[src/rtl/wig_pkg.sv]
`timescale 1ns/1ps
package wig_pkg;

    typedef enum logic [2:0] {
        CL_ALU  = 3'd0,
        CL_BAR  = 3'd1,
        CL_RET  = 3'd2,
        CL_GLB  = 3'd3,
        CL_PRV  = 3'd4,
        CL_LCL  = 3'd5,
        CL_FLAT = 3'd6,
        CL_NONE = 3'd7
    } cls_e;

    typedef enum logic [1:0] {
        AC_RD  = 2'd0,
        AC_WR  = 2'd1,
        AC_AT  = 2'd2,
        AC_BAD = 2'd3
    } acc_e;

    // ledger indices, shared by strobes and busy vectors
    localparam int ST_GRD = 0;
    localparam int ST_GWR = 1;
    localparam int ST_LRD = 2;
    localparam int ST_LWR = 3;
    localparam int NUM_ST = 4;

    // timer indices
    localparam int TM_ALU  = 0;
    localparam int TM_GSLT = 1;
    localparam int TM_LSLT = 2;
    localparam int TM_GBUS = 3;
    localparam int TM_LBUS = 4;
    localparam int NUM_TM  = 5;

endpackage

[src/rtl/wig_hold_timer.sv]
`timescale 1ns/1ps
module wig_hold_timer #(
    parameter int TW = 4
) (
    input  logic          clk,
    input  logic          rst_n,
    input  logic          load,
    input  logic [TW-1:0] len,
    output logic          busy
);

    typedef enum logic {T_FREE, T_BUSY} tstate_e;

    tstate_e       st_q, st_d;
    logic [TW-1:0] left_q, left_d;

    always_comb begin
        st_d   = st_q;
        left_d = left_q;
        unique case (st_q)
            T_FREE: begin
                if (load) begin
                    st_d   = T_BUSY;
                    left_d = len - TW'(1);
                end
            end
            T_BUSY: begin
                if (load) begin
                    left_d = len - TW'(1);
                end else if (left_q == '0) begin
                    st_d = T_FREE;
                end else begin
                    left_d = left_q - TW'(1);
                end
            end
            default: st_d = T_FREE;
        endcase
    end

    always_ff @(posedge clk) begin
        if (!rst_n) begin
            st_q   <= T_FREE;
            left_q <= '0;
        end else begin
            st_q   <= st_d;
            left_q <= left_d;
        end
    end

    always_comb begin
        busy = (st_q == T_BUSY);
    end

endmodule

[src/rtl/wig_ledger.sv]
`timescale 1ns/1ps
module wig_ledger #(
    parameter int CW = 6
) (
    input  logic clk,
    input  logic rst_n,
    input  logic inc,
    input  logic sent,
    input  logic done,
    output logic busy
);

    localparam logic [CW-1:0] CMAX = '1;

    logic [CW-1:0] pipe_q, pipe_d;
    logic [CW-1:0] out_q, out_d;
    logic          move, retire;

    always_comb begin
        move   = sent && (pipe_q != '0);
        retire = done && (out_q != '0);

        pipe_d = pipe_q;
        unique case ({inc, move})
            2'b10:   pipe_d = (pipe_q == CMAX) ? pipe_q : pipe_q + CW'(1);
            2'b01:   pipe_d = pipe_q - CW'(1);
            default: pipe_d = pipe_q;
        endcase

        out_d = out_q;
        unique case ({move, retire})
            2'b10:   out_d = (out_q == CMAX) ? out_q : out_q + CW'(1);
            2'b01:   out_d = out_q - CW'(1);
            default: out_d = out_q;
        endcase
    end

    always_ff @(posedge clk) begin
        if (!rst_n) begin
            pipe_q <= '0;
            out_q  <= '0;
        end else begin
            pipe_q <= pipe_d;
            out_q  <= out_d;
        end
    end

    always_comb begin
        busy = (pipe_q != '0) || (out_q != '0);
    end

endmodule

[src/rtl/wig_issue_check.sv]
`timescale 1ns/1ps
module wig_issue_check
    import wig_pkg::*;
(
    input  logic [2:0]        head_cls,
    input  logic [1:0]        head_acc,
    input  logic              flat_lcl,
    input  logic              wave_run,
    input  logic              ibuf_valid,
    input  logic              slot_ok,
    input  logic              opnd_ok,
    input  logic              gfifo_ok,
    input  logic              lfifo_ok,
    input  logic              pick,
    input  logic [NUM_ST-1:0] st_busy,
    input  logic [NUM_TM-1:0] tm_busy,
    output logic              ready,
    output logic              issue,
    output logic [NUM_TM-1:0] tm_load,
    output logic              long_hold,
    output logic [NUM_ST-1:0] st_inc
);

    cls_e cls;
    acc_e acc;
    logic wants_rd, wants_wr, acc_ok, base, rdy;
    logic g_order, l_order, ctl_cls, mem_cls, to_lcl, lcl_space;

    always_comb begin
        cls      = cls_e'(head_cls);
        acc      = acc_e'(head_acc);
        wants_rd = (acc == AC_RD) || (acc == AC_AT);
        wants_wr = (acc == AC_WR) || (acc == AC_AT);
        acc_ok   = (acc != AC_BAD);
        base     = wave_run && ibuf_valid && slot_ok;

        // read waits on writes, write waits on reads, per space
        g_order = !(wants_rd && st_busy[ST_GWR]) && !(wants_wr && st_busy[ST_GRD]);
        l_order = !(wants_rd && st_busy[ST_LWR]) && !(wants_wr && st_busy[ST_LRD]);

        rdy = 1'b0;
        unique case (cls)
            CL_ALU:         rdy = !tm_busy[TM_ALU] && opnd_ok;
            CL_BAR, CL_RET: rdy = !tm_busy[TM_ALU] && (st_busy == '0);
            CL_GLB, CL_PRV: rdy = acc_ok && g_order && opnd_ok && gfifo_ok
                                  && !tm_busy[TM_GSLT] && !tm_busy[TM_GBUS];
            CL_LCL:         rdy = acc_ok && l_order && opnd_ok && lfifo_ok
                                  && !tm_busy[TM_LSLT] && !tm_busy[TM_LBUS];
            CL_FLAT:        rdy = acc_ok && opnd_ok && gfifo_ok && lfifo_ok
                                  && !tm_busy[TM_GSLT] && !tm_busy[TM_GBUS]
                                  && !tm_busy[TM_LSLT] && !tm_busy[TM_LBUS];
            default:        rdy = 1'b0;
        endcase

        ready = base && rdy;
        issue = ready && pick;
    end

    always_comb begin
        ctl_cls   = (cls == CL_ALU) || (cls == CL_BAR) || (cls == CL_RET);
        mem_cls   = (cls == CL_GLB) || (cls == CL_PRV) || (cls == CL_LCL) || (cls == CL_FLAT);
        to_lcl    = (cls == CL_LCL) || ((cls == CL_FLAT) && flat_lcl);
        lcl_space = (cls == CL_LCL);
        long_hold = !(acc == AC_RD);

        tm_load          = '0;
        tm_load[TM_ALU]  = issue && ctl_cls;
        tm_load[TM_GSLT] = issue && mem_cls && !to_lcl;
        tm_load[TM_GBUS] = issue && mem_cls && !to_lcl;
        tm_load[TM_LSLT] = issue && mem_cls && to_lcl;
        tm_load[TM_LBUS] = issue && mem_cls && to_lcl;

        st_inc         = '0;
        st_inc[ST_GRD] = issue && mem_cls && !lcl_space && wants_rd;
        st_inc[ST_GWR] = issue && mem_cls && !lcl_space && wants_wr;
        st_inc[ST_LRD] = issue && lcl_space && wants_rd;
        st_inc[ST_LWR] = issue && lcl_space && wants_wr;
    end

endmodule

[src/rtl/wave_issue_gate.sv]
`timescale 1ns/1ps
module wave_issue_gate
    import wig_pkg::*;
#(
    parameter int CW        = 6,
    parameter int ISSUE_GAP = 4,
    parameter int RD_HOLD   = 4,
    parameter int WR_HOLD   = 8
) (
    input  logic       clk,
    input  logic       rst_n,
    input  logic       wave_run,
    input  logic       ibuf_valid,
    input  logic       slot_ok,
    input  logic       opnd_ok,
    input  logic       gfifo_ok,
    input  logic       lfifo_ok,
    input  logic [2:0] head_cls,
    input  logic [1:0] head_acc,
    input  logic       flat_lcl,
    input  logic       pick,
    input  logic [3:0] req_sent,
    input  logic [3:0] req_done,
    output logic       ready,
    output logic       issue
);

    localparam int HOLD_A   = (RD_HOLD > WR_HOLD) ? RD_HOLD : WR_HOLD;
    localparam int HOLD_MAX = (HOLD_A > ISSUE_GAP) ? HOLD_A : ISSUE_GAP;
    localparam int TW       = $clog2(HOLD_MAX + 1);

    logic [NUM_ST-1:0] strm_busy;
    logic [NUM_ST-1:0] strm_inc;
    logic [NUM_TM-1:0] tmr_busy;
    logic [NUM_TM-1:0] tmr_load;
    logic [TW-1:0]     tmr_len [NUM_TM];
    logic              long_hold;

    wig_issue_check u_check (
        .head_cls   (head_cls),
        .head_acc   (head_acc),
        .flat_lcl   (flat_lcl),
        .wave_run   (wave_run),
        .ibuf_valid (ibuf_valid),
        .slot_ok    (slot_ok),
        .opnd_ok    (opnd_ok),
        .gfifo_ok   (gfifo_ok),
        .lfifo_ok   (lfifo_ok),
        .pick       (pick),
        .st_busy    (strm_busy),
        .tm_busy    (tmr_busy),
        .ready      (ready),
        .issue      (issue),
        .tm_load    (tmr_load),
        .long_hold  (long_hold),
        .st_inc     (strm_inc)
    );

    generate
        for (genvar s = 0; s < NUM_ST; s++) begin : g_ledger
            wig_ledger #(.CW(CW)) u_ledger (
                .clk   (clk),
                .rst_n (rst_n),
                .inc   (strm_inc[s]),
                .sent  (req_sent[s]),
                .done  (req_done[s]),
                .busy  (strm_busy[s])
            );
        end

        for (genvar t = 0; t < NUM_TM; t++) begin : g_timer
            if (t == TM_GBUS || t == TM_LBUS) begin : g_bus
                always_comb tmr_len[t] = long_hold ? TW'(WR_HOLD) : TW'(RD_HOLD);
            end else begin : g_slot
                always_comb tmr_len[t] = TW'(ISSUE_GAP);
            end
            wig_hold_timer #(.TW(TW)) u_timer (
                .clk   (clk),
                .rst_n (rst_n),
                .load  (tmr_load[t]),
                .len   (tmr_len[t]),
                .busy  (tmr_busy[t])
            );
        end
    endgenerate

endmodule

[config.mk]
export PLATFORM = sky130hd
export DESIGN_NAME = wave_issue_gate
export DESIGN_NICKNAME = d
export VERILOG_FILES = /design/src/rtl/wig_pkg.sv /design/src/rtl/wig_hold_timer.sv /design/src/rtl/wig_ledger.sv /design/src/rtl/wig_issue_check.sv /design/src/rtl/wave_issue_gate.sv
export SDC_FILE = /design/constraint.sdc
export NUM_CORES = 1
export LEC_CHECK = 0
export ABC_CLOCK_PERIOD_IN_PS = 9060
export BUFFER_PORTS_ARGS = -buffer_cell sky130_fd_sc_hd__buf_2
export CAP_MARGIN = 20
export CORE_ASPECT_RATIO = 0.6
export CORE_MARGIN = 4
export CORE_UTILIZATION = 45
export DETAILED_ROUTE_END_ITERATION = 8
export MAX_ROUTING_LAYER = met4
export PLACE_DENSITY = 0.62
export SYNTH_ARGS = -nofsm -noshare
export SYNTH_HDL_FRONTEND = slang
export SYNTH_SLANG_ARGS = --single-unit
[constraint.sdc]
create_clock -name clk -period 9.06 [get_ports clk]
set_input_delay 0.906 -clock clk [delete_from_list [all_inputs] [get_ports clk]]
set_output_delay 0.906 -clock clk [all_outputs]
set_load 0.005 [all_outputs]
==> impl_metrics.toml, run 1 <==
[logic_synthesis]
synthFlopType = "dfxtp_1"
yosys-top-cells-area = "dfxtp_1 (29%), ha_1 (10%), xnor2_1 (5.7%)"
ys_ff_latch = 73
yosys.area_share.simple = 0.2361
synthDominantCellAreaShare = 0.2885
synth_compound_area_frac = 0.1746
synthesis.area_um2 = 5066
synth-seq-area-share = 0.2885
ys_warn_count = 0
synthAdderAreaFrac = 0.1353
syn_avg_cell_area_um2 = 8.360
synth_edf_count = 0
syn_nets = 679
synth.most_common_cell = "dfxtp_1"
synth_mux_area_frac = 0.03309
synth.distinct_cells = 57
synth_async_sr_flop_share = 0
synth_xor_area_frac = 0.08125
netlist_top_cells_count = "dfxtp_1 (73), nand2_1 (54), nor2_1 (50)"
postSynthCellCount = 606
yosysTopAreaCell = "dfxtp_1"
synth_top_family_by_area = "simple AND/OR/NAND/NOR gates"

[timing]
rsz0062_at_grt = "no"
final_hold_viol_count = 0
clock.fmax_ghz = 0.2388
tightest_slew_ns = 0.8623
finalCritPeriodShare = 0.4623
skew_ns = 0.004839
period_needed_ns = 4.188
finalSetupViolations = 0
tns_ns = 0
drv_slew = 0
relSlewSlack = 0.4251

[die]
die_area_um2 = 13080
start_util = 0.4701
die_w_um = 145.0
ioPinCount = 25
row_count = 29
core_um2 = 10780
die_h_um = 90.19

[critical_path]
crit_family = "compound AO/OA/AOI/OAI gates"
r2r-end = "g_ledger[1].u_ledger.pipe_q[5]$_SDFFE_PN0P_"
slowest_stage = "a2111oi_4"
cp-startpoint = "head_acc[0]"
critPathRequiredTime_ns = 9.32
path_max_fanout = 7
r2r_slack_ns = 5.12
setup.worst_path.class = "in -> reg"
start_kind = "input port"
path_buf_inv = 2
worstPathArrival_ns = 4.45
rr_worst_depth = 14
max_stage_delay_ns = 0.45
worstSetupPathDepth = 16
cp_cell_sequence = "buf_2 > ha_1 > nor2b_1 > o2111ai_1 > a2111oi_4 > nor4_4 > and2_4 > o21ai_0 > inv_1 > ha_1 > a21o_1 > a21oi_1 > o21bai_1 > a21oi_1 > mux2i_1 > mux2i_1"
cp-end-kind = "register"
r2r-start = "g_ledger[2].u_ledger.pipe_q[0]$_SDFFE_PN0P_"
cp-endpoint = "g_ledger[1].u_ledger.pipe_q[5]$_SDFFE_PN0P_"

[grt]
grt_antenna_before_repair = 0
grt_util_met3 = 0.03869
grt_max_degree = 95
grt_overflow = 0
grt_pass1_wl_um = 17770
use_met2 = 0.2430
grt_pass1_vias = 3919
grt_use_met1 = 0.2245
track_usage = 0.1642
top_usage_layer = "met2"

[clock_tree]
cts_setup_buffers = 0
cts_buffers = 9
cts_hold_buffers = 0
cts.path.max_buffers = 2
clkSinkCount = 73
clockRootBuffer = "clkbuf_16"
clk_pin_slew_ns = 0.06
cts_tree = "built"
cts_max_level = 3
insertion_delay_ns = 0.33
postCtsResizedCells = 0

[route]
drc = 0
routed_via_density = 5.324
wirelength_um = 10460
final_antenna_net_count = 0
avgRoutedWirePerCell_um = 13.57
num_vias = 4105
drt-initial-drc-count = 219
drt_pass1_iterations = 4

[min_path]
hold_class = "reg -> reg"
hold_depth = 2

[placed_design]
gp_congestion = 0.8971
dp_hpwl_um = 7763
dp_cells = 755
portBuffers = 24

[cells_and_area]
final_nets = 700
diodes = 0
drive_above_1_share = 0.09494
fin_cells = 771
fillers = 1043
synthToLayoutAreaGrowth_pct = 10.05

[run_status]
status = "completed"

[run]
drv_cap = 0

[power_and_ir_drop]
vdd_ir_drop_max_v = 0.0001382
leakage_nw = 2.497
power_density_nw_per_um2 = 249.3
-- how the worst min path moves through the flow --
| stage | slack, ns | from | end |
|---|---|---|---|
| after floorplan | 0.46 | g_ledger[3].u_ledger.pipe_q[5]$_SDFFE_PN0P_ | g_ledger[3].u_ledger.pipe_q[5]$_SDFFE_PN0P_ |
| after global placement | 0.48 | g_ledger[3].u_ledger.pipe_q[5]$_SDFFE_PN0P_ | g_ledger[3].u_ledger.pipe_q[5]$_SDFFE_PN0P_ |
| after detailed placement | 0.49 | g_ledger[3].u_ledger.pipe_q[5]$_SDFFE_PN0P_ | g_ledger[3].u_ledger.pipe_q[5]$_SDFFE_PN0P_ |
| after CTS | 0.50 | g_ledger[3].u_ledger.pipe_q[5]$_SDFFE_PN0P_ | g_ledger[3].u_ledger.pipe_q[5]$_SDFFE_PN0P_ |
| after global routing | 0.52 | g_ledger[3].u_ledger.pipe_q[5]$_SDFFE_PN0P_ | g_ledger[3].u_ledger.pipe_q[5]$_SDFFE_PN0P_ |
| final | 0.50 | g_ledger[3].u_ledger.pipe_q[5]$_SDFFE_PN0P_ | g_ledger[3].u_ledger.pipe_q[5]$_SDFFE_PN0P_ |
-- layout make-up --
| class | instances | area (µm²) | share of cell area |
|---|---|---|---|
| Clock buffer | 10 | 239.0 | 0.04286 |
| Clock inverter | 6 | 43.79 | 0.007855 |
| Inverter | 49 | 183.9 | 0.03299 |
| Multi-Input combinational cell | 469 | 3346 | 0.6001 |
| Sequential cell | 73 | 1461 | 0.2621 |
| Tap cell | 139 | 173.9 | 0.03119 |
| Timing Repair Buffer | 25 | 127.6 | 0.02289 |
-- cells in the final DEF, fill, tap and decap left out, types with 3 or more instances in the layout --
cell	netlist	layout
and4_1	4	4
o311a_1	4	4
nand3_1	26	26
o21ai_0	30	30
xnor2_1	33	33
o21bai_1	6	6
and2_1	16	16
xor2_1	14	14
nand2b_1	9	9
mux2i_1	12	12
fa_1	8	8
nor4_1	12	12
nor2_1	50	50
nand4_1	9	9
mux2_2	3	3
a21boi_0	8	8
dfxtp_1	73	73
inv_1	49	49
or2_2	3	3
nor2b_1	16	16
clkinv_4	0	3
a21oi_1	43	43
o21a_1	7	7
a21o_1	20	20
buf_2	0	24
nand2_1	54	54
nor4bb_1	3	3
nor3b_1	4	4
clkbuf_16	0	9
ha_1	42	42
-- worst reg2reg max path: cells and delay by family (launching register included) --
kind            cells  cell delay (ns)
mux                 2             0.46
simple gates        4             1.04
flops               1             0.38
fa+ha+maj           1             0.32
compound gates      6             1.48
buf+inv             1             0.18
-- kinds of logic (layout without fill, tap and decap cells) --
logic type	count (synthesis)	after routing
AO/OA/AOI/OAI	133	133
XOR/XNOR	47	47
adder cells (fa/ha/maj)	50	50
buffers and inverters	64	90
flip-flops	73	73
multiplexers	16	16
AND/OR/NAND/NOR	223	223
-- per-stage QoR --
stage            util  worst slack, ns  hold WS, ns  cell area (µm²)  power [W]
3_5_place_dp   0.4911            4.636       0.4914             5293   0.001062
4_1_cts        0.5174            4.921       0.5007             5575   0.001402
6_report       0.5174            4.872       0.4965             5575   0.001390
3_3_place_gp   0.4911            4.818       0.4808             5293   0.001041
5_1_grt        0.5174            4.606       0.5169             5575   0.001511
2_1_floorplan       -            5.060       0.4562             5066  0.0009361
-- per-layer routing --
layer	wire (µm)	share of wire	vias up
met3	447	0.043	11
met2	4486	0.43	73
li1	-	-	2146
met1	5425	0.52	1875
met4	102	0.0098	0
met5	0	0	-
-- report_power, final --
group	internal, W	switching (W)
sequential	0.000371	0.0000600
combinational	0.000268	0.000358
clock	0.000193	0.000139
-- state kept, by name (all words and copies together) (netlist names) --
signal	flops
g_ledger.u_ledger.pipe_q	24
g_timer.u_timer.left_q	20
g_ledger.u_ledger.out_q	24
g_timer.u_timer.busy	5
No activity file was read; power rests on OpenSTA's default activity.
==> inputs of run 2 (changes only) <==
--- a/config.mk
+++ b/config.mk
@@ -5,7 +5,7 @@
 export SDC_FILE = /design/constraint.sdc
 export NUM_CORES = 1
 export LEC_CHECK = 0
-export ABC_CLOCK_PERIOD_IN_PS = 9060
+export ABC_CLOCK_PERIOD_IN_PS = 4200
 export BUFFER_PORTS_ARGS = -buffer_cell sky130_fd_sc_hd__buf_2
 export CAP_MARGIN = 20
 export CORE_ASPECT_RATIO = 0.6
==> constraint.sdc (replaced) <==
create_clock -name clk -period 4.2 [get_ports clk]
set_input_delay 0.42 -clock clk [delete_from_list [all_inputs] [get_ports clk]]
set_output_delay 0.42 -clock clk [all_outputs]
set_load 0.005 [all_outputs]
==> impl_metrics.toml, run 2 (synthesis results as in run 1) <==
[run_status]
status = "completed"

[timing]
clock.fmax_ghz = 0.2555
finalSetupViolations = 0
tns_ns = 0
period_needed_ns = 3.914
relSlewSlack = 0.4412
skew_ns = 0.003514
final_hold_viol_count = 0
drv_slew = 0
rsz0062_at_grt = "no"
hold_slack_ns = 0.5049
finalCritPeriodShare = 0.9320
tightest_slew_ns = 0.8382

[die]
die_area_um2 = 13080
start_util = 0.4701
row_count = 29
die_h_um = 90.19
core_um2 = 10780
die_w_um = 145.0
ioPinCount = 25

[grt]
track_usage = 0.1757
grt_antenna_before_repair = 0
grt_pass1_vias = 4061
grt_overflow = 0
grt_pass1_wl_um = 18910
grt_max_degree = 51

[cells_and_area]
diodes = 0
layout_common_cells = "dfxtp_1 (73), nand2_1 (54), nor2_1 (50)"
final_nets = 703
fin_util = 0.5239
layout_commonest_cell = "dfxtp_1"
reg_top3 = "g_ledger.u_ledger.out_q: 24 flops, g_ledger.u_ledger.pipe_q: 24 flops, g_timer.u_timer.left_q: 20 flops"
design_area_um2 = 5645
drive_above_1_share = 0.09921
synthToLayoutAreaGrowth_pct = 11.43

[power_and_ir_drop]
leakage_nw = 2.535
power.total_w = 0.003144
vdd_ir_drop_max_v = 0.0003605
power_density_nw_per_um2 = 556.8

[min_path]
hold_class = "reg -> reg"

[clock_tree]
cts_hold_buffers = 0
postCtsResizedCells = 0
clockRootBuffer = "clkbuf_16"
cts_buffers = 9
clk_pin_slew_ns = 0.06
cts_max_level = 3
clkSinkCount = 73
cts_setup_buffers = 0
cts.path.max_buffers = 2
cts_tree = "built"
insertion_delay_ns = 0.33

[route]
num_vias = 4191
routed_via_density = 5.415
final_antenna_net_count = 0
avgRoutedWirePerCell_um = 13.85
drt-initial-drc-count = 269
drt_pass1_iterations = 4
drc = 0
wirelength_um = 10720

[placed_design]
portBuffers = 24
gp_congestion = 0.8969
dp_hpwl_um = 8055
postPlaceCellArea_um2 = 5315

[critical_path]
cp_cell_sequence = "nor4_2 > nand4_2 > nor4b_1 > a21oi_1 > and2_4 > o21ai_0 > inv_1 > ha_1 > a21o_1 > a21oi_1 > o21bai_1 > a21oi_1 > mux2i_1 > mux2i_1"
max_stage_delay_ns = 0.37
slowest_stage = "o21ai_0"
start_kind = "register"
cp-end-kind = "register"
critPathRequiredTime_ns = 4.46
path_max_fanout = 7
setup.worst_path.class = "reg -> reg"
cp_common_cell = "a21oi_1"
worstPathArrival_ns = 4.18

[run]
drv_cap = 0
[run 2: cell count changes in the layout (fill, tap and decap cells not counted), sizes merged]
cell | previous run | this run
buf | 25 | 28
bufinv | 0 | 2
clkbuf | 10 | 11
clkinv | 5 | 2
[run 2: final timing paths]
path	start	cells after the start	slack, ns	end
worst max register to register	g_ledger[0].u_ledger.out_q[3]$_SDFFE_PN0P_	14	0.29	g_ledger[1].u_ledger.pipe_q[5]$_SDFFE_PN0P_
worst min register to register	g_ledger[1].u_ledger.pipe_q[5]$_SDFFE_PN0P_	2	0.50	g_ledger[1].u_ledger.pipe_q[5]$_SDFFE_PN0P_
worst min-delay path	g_ledger[1].u_ledger.pipe_q[5]$_SDFFE_PN0P_	2	0.50	g_ledger[1].u_ledger.pipe_q[5]$_SDFFE_PN0P_
worst max-delay path	g_ledger[0].u_ledger.out_q[3]$_SDFFE_PN0P_	14	0.29	g_ledger[1].u_ledger.pipe_q[5]$_SDFFE_PN0P_
[run 2: metrics by stage]
stage,setup slack (ns),cells
finish,0.2857,774
global route,0.003681,774
CTS,0.2983,774
detailed placement,0.2889,758
global placement,0.3960,758
floorplan,0.6860,606
[run 2: worst max-delay path, delay by kind of cell, from the launching register on]
family	cells	cell delay, ns
multiplexers	2	0.44
flip-flops	1	0.34
AND/OR/NAND/NOR	4	1.20
adder cells (fa/ha/maj)	1	0.31
buffers and inverters	1	0.18
AO/OA/AOI/OAI	6	1.35
[run 2: power breakdown]
group,total [W],internal [W],switching (W)
registers,0.000935,0.000801,0.000133
logic,0.00136,0.000590,0.000773
clock network,0.000845,0.000550,0.000295
total,0.00314,0.00194,0.00120
[run 2: cell type report]
class                      instances  area (µm²)
fill                             981        5131
multi-input combinational        469        3346
sequential                        73        1461
clock buffer                      11       252.7
inverter                          49       183.9
tap                              139       173.9
timing repair buffer              28       150.1
clock inverter                     5       77.57
[run 2: layer usage]
| layer | global-route usage | vias up | part of all wire | routed length [µm] |
|---|---|---|---|---|
| met5 | - | - | 0 | 0 |
| met4 | 0.04190 | 0 | 0.0082 | 88 |
| met3 | 0.03719 | 7 | 0.026 | 283 |
| met2 | 0.2687 | 44 | 0.44 | 4699 |
| met1 | 0.2394 | 1979 | 0.53 | 5648 |
| li1 | - | 2161 | - | - |
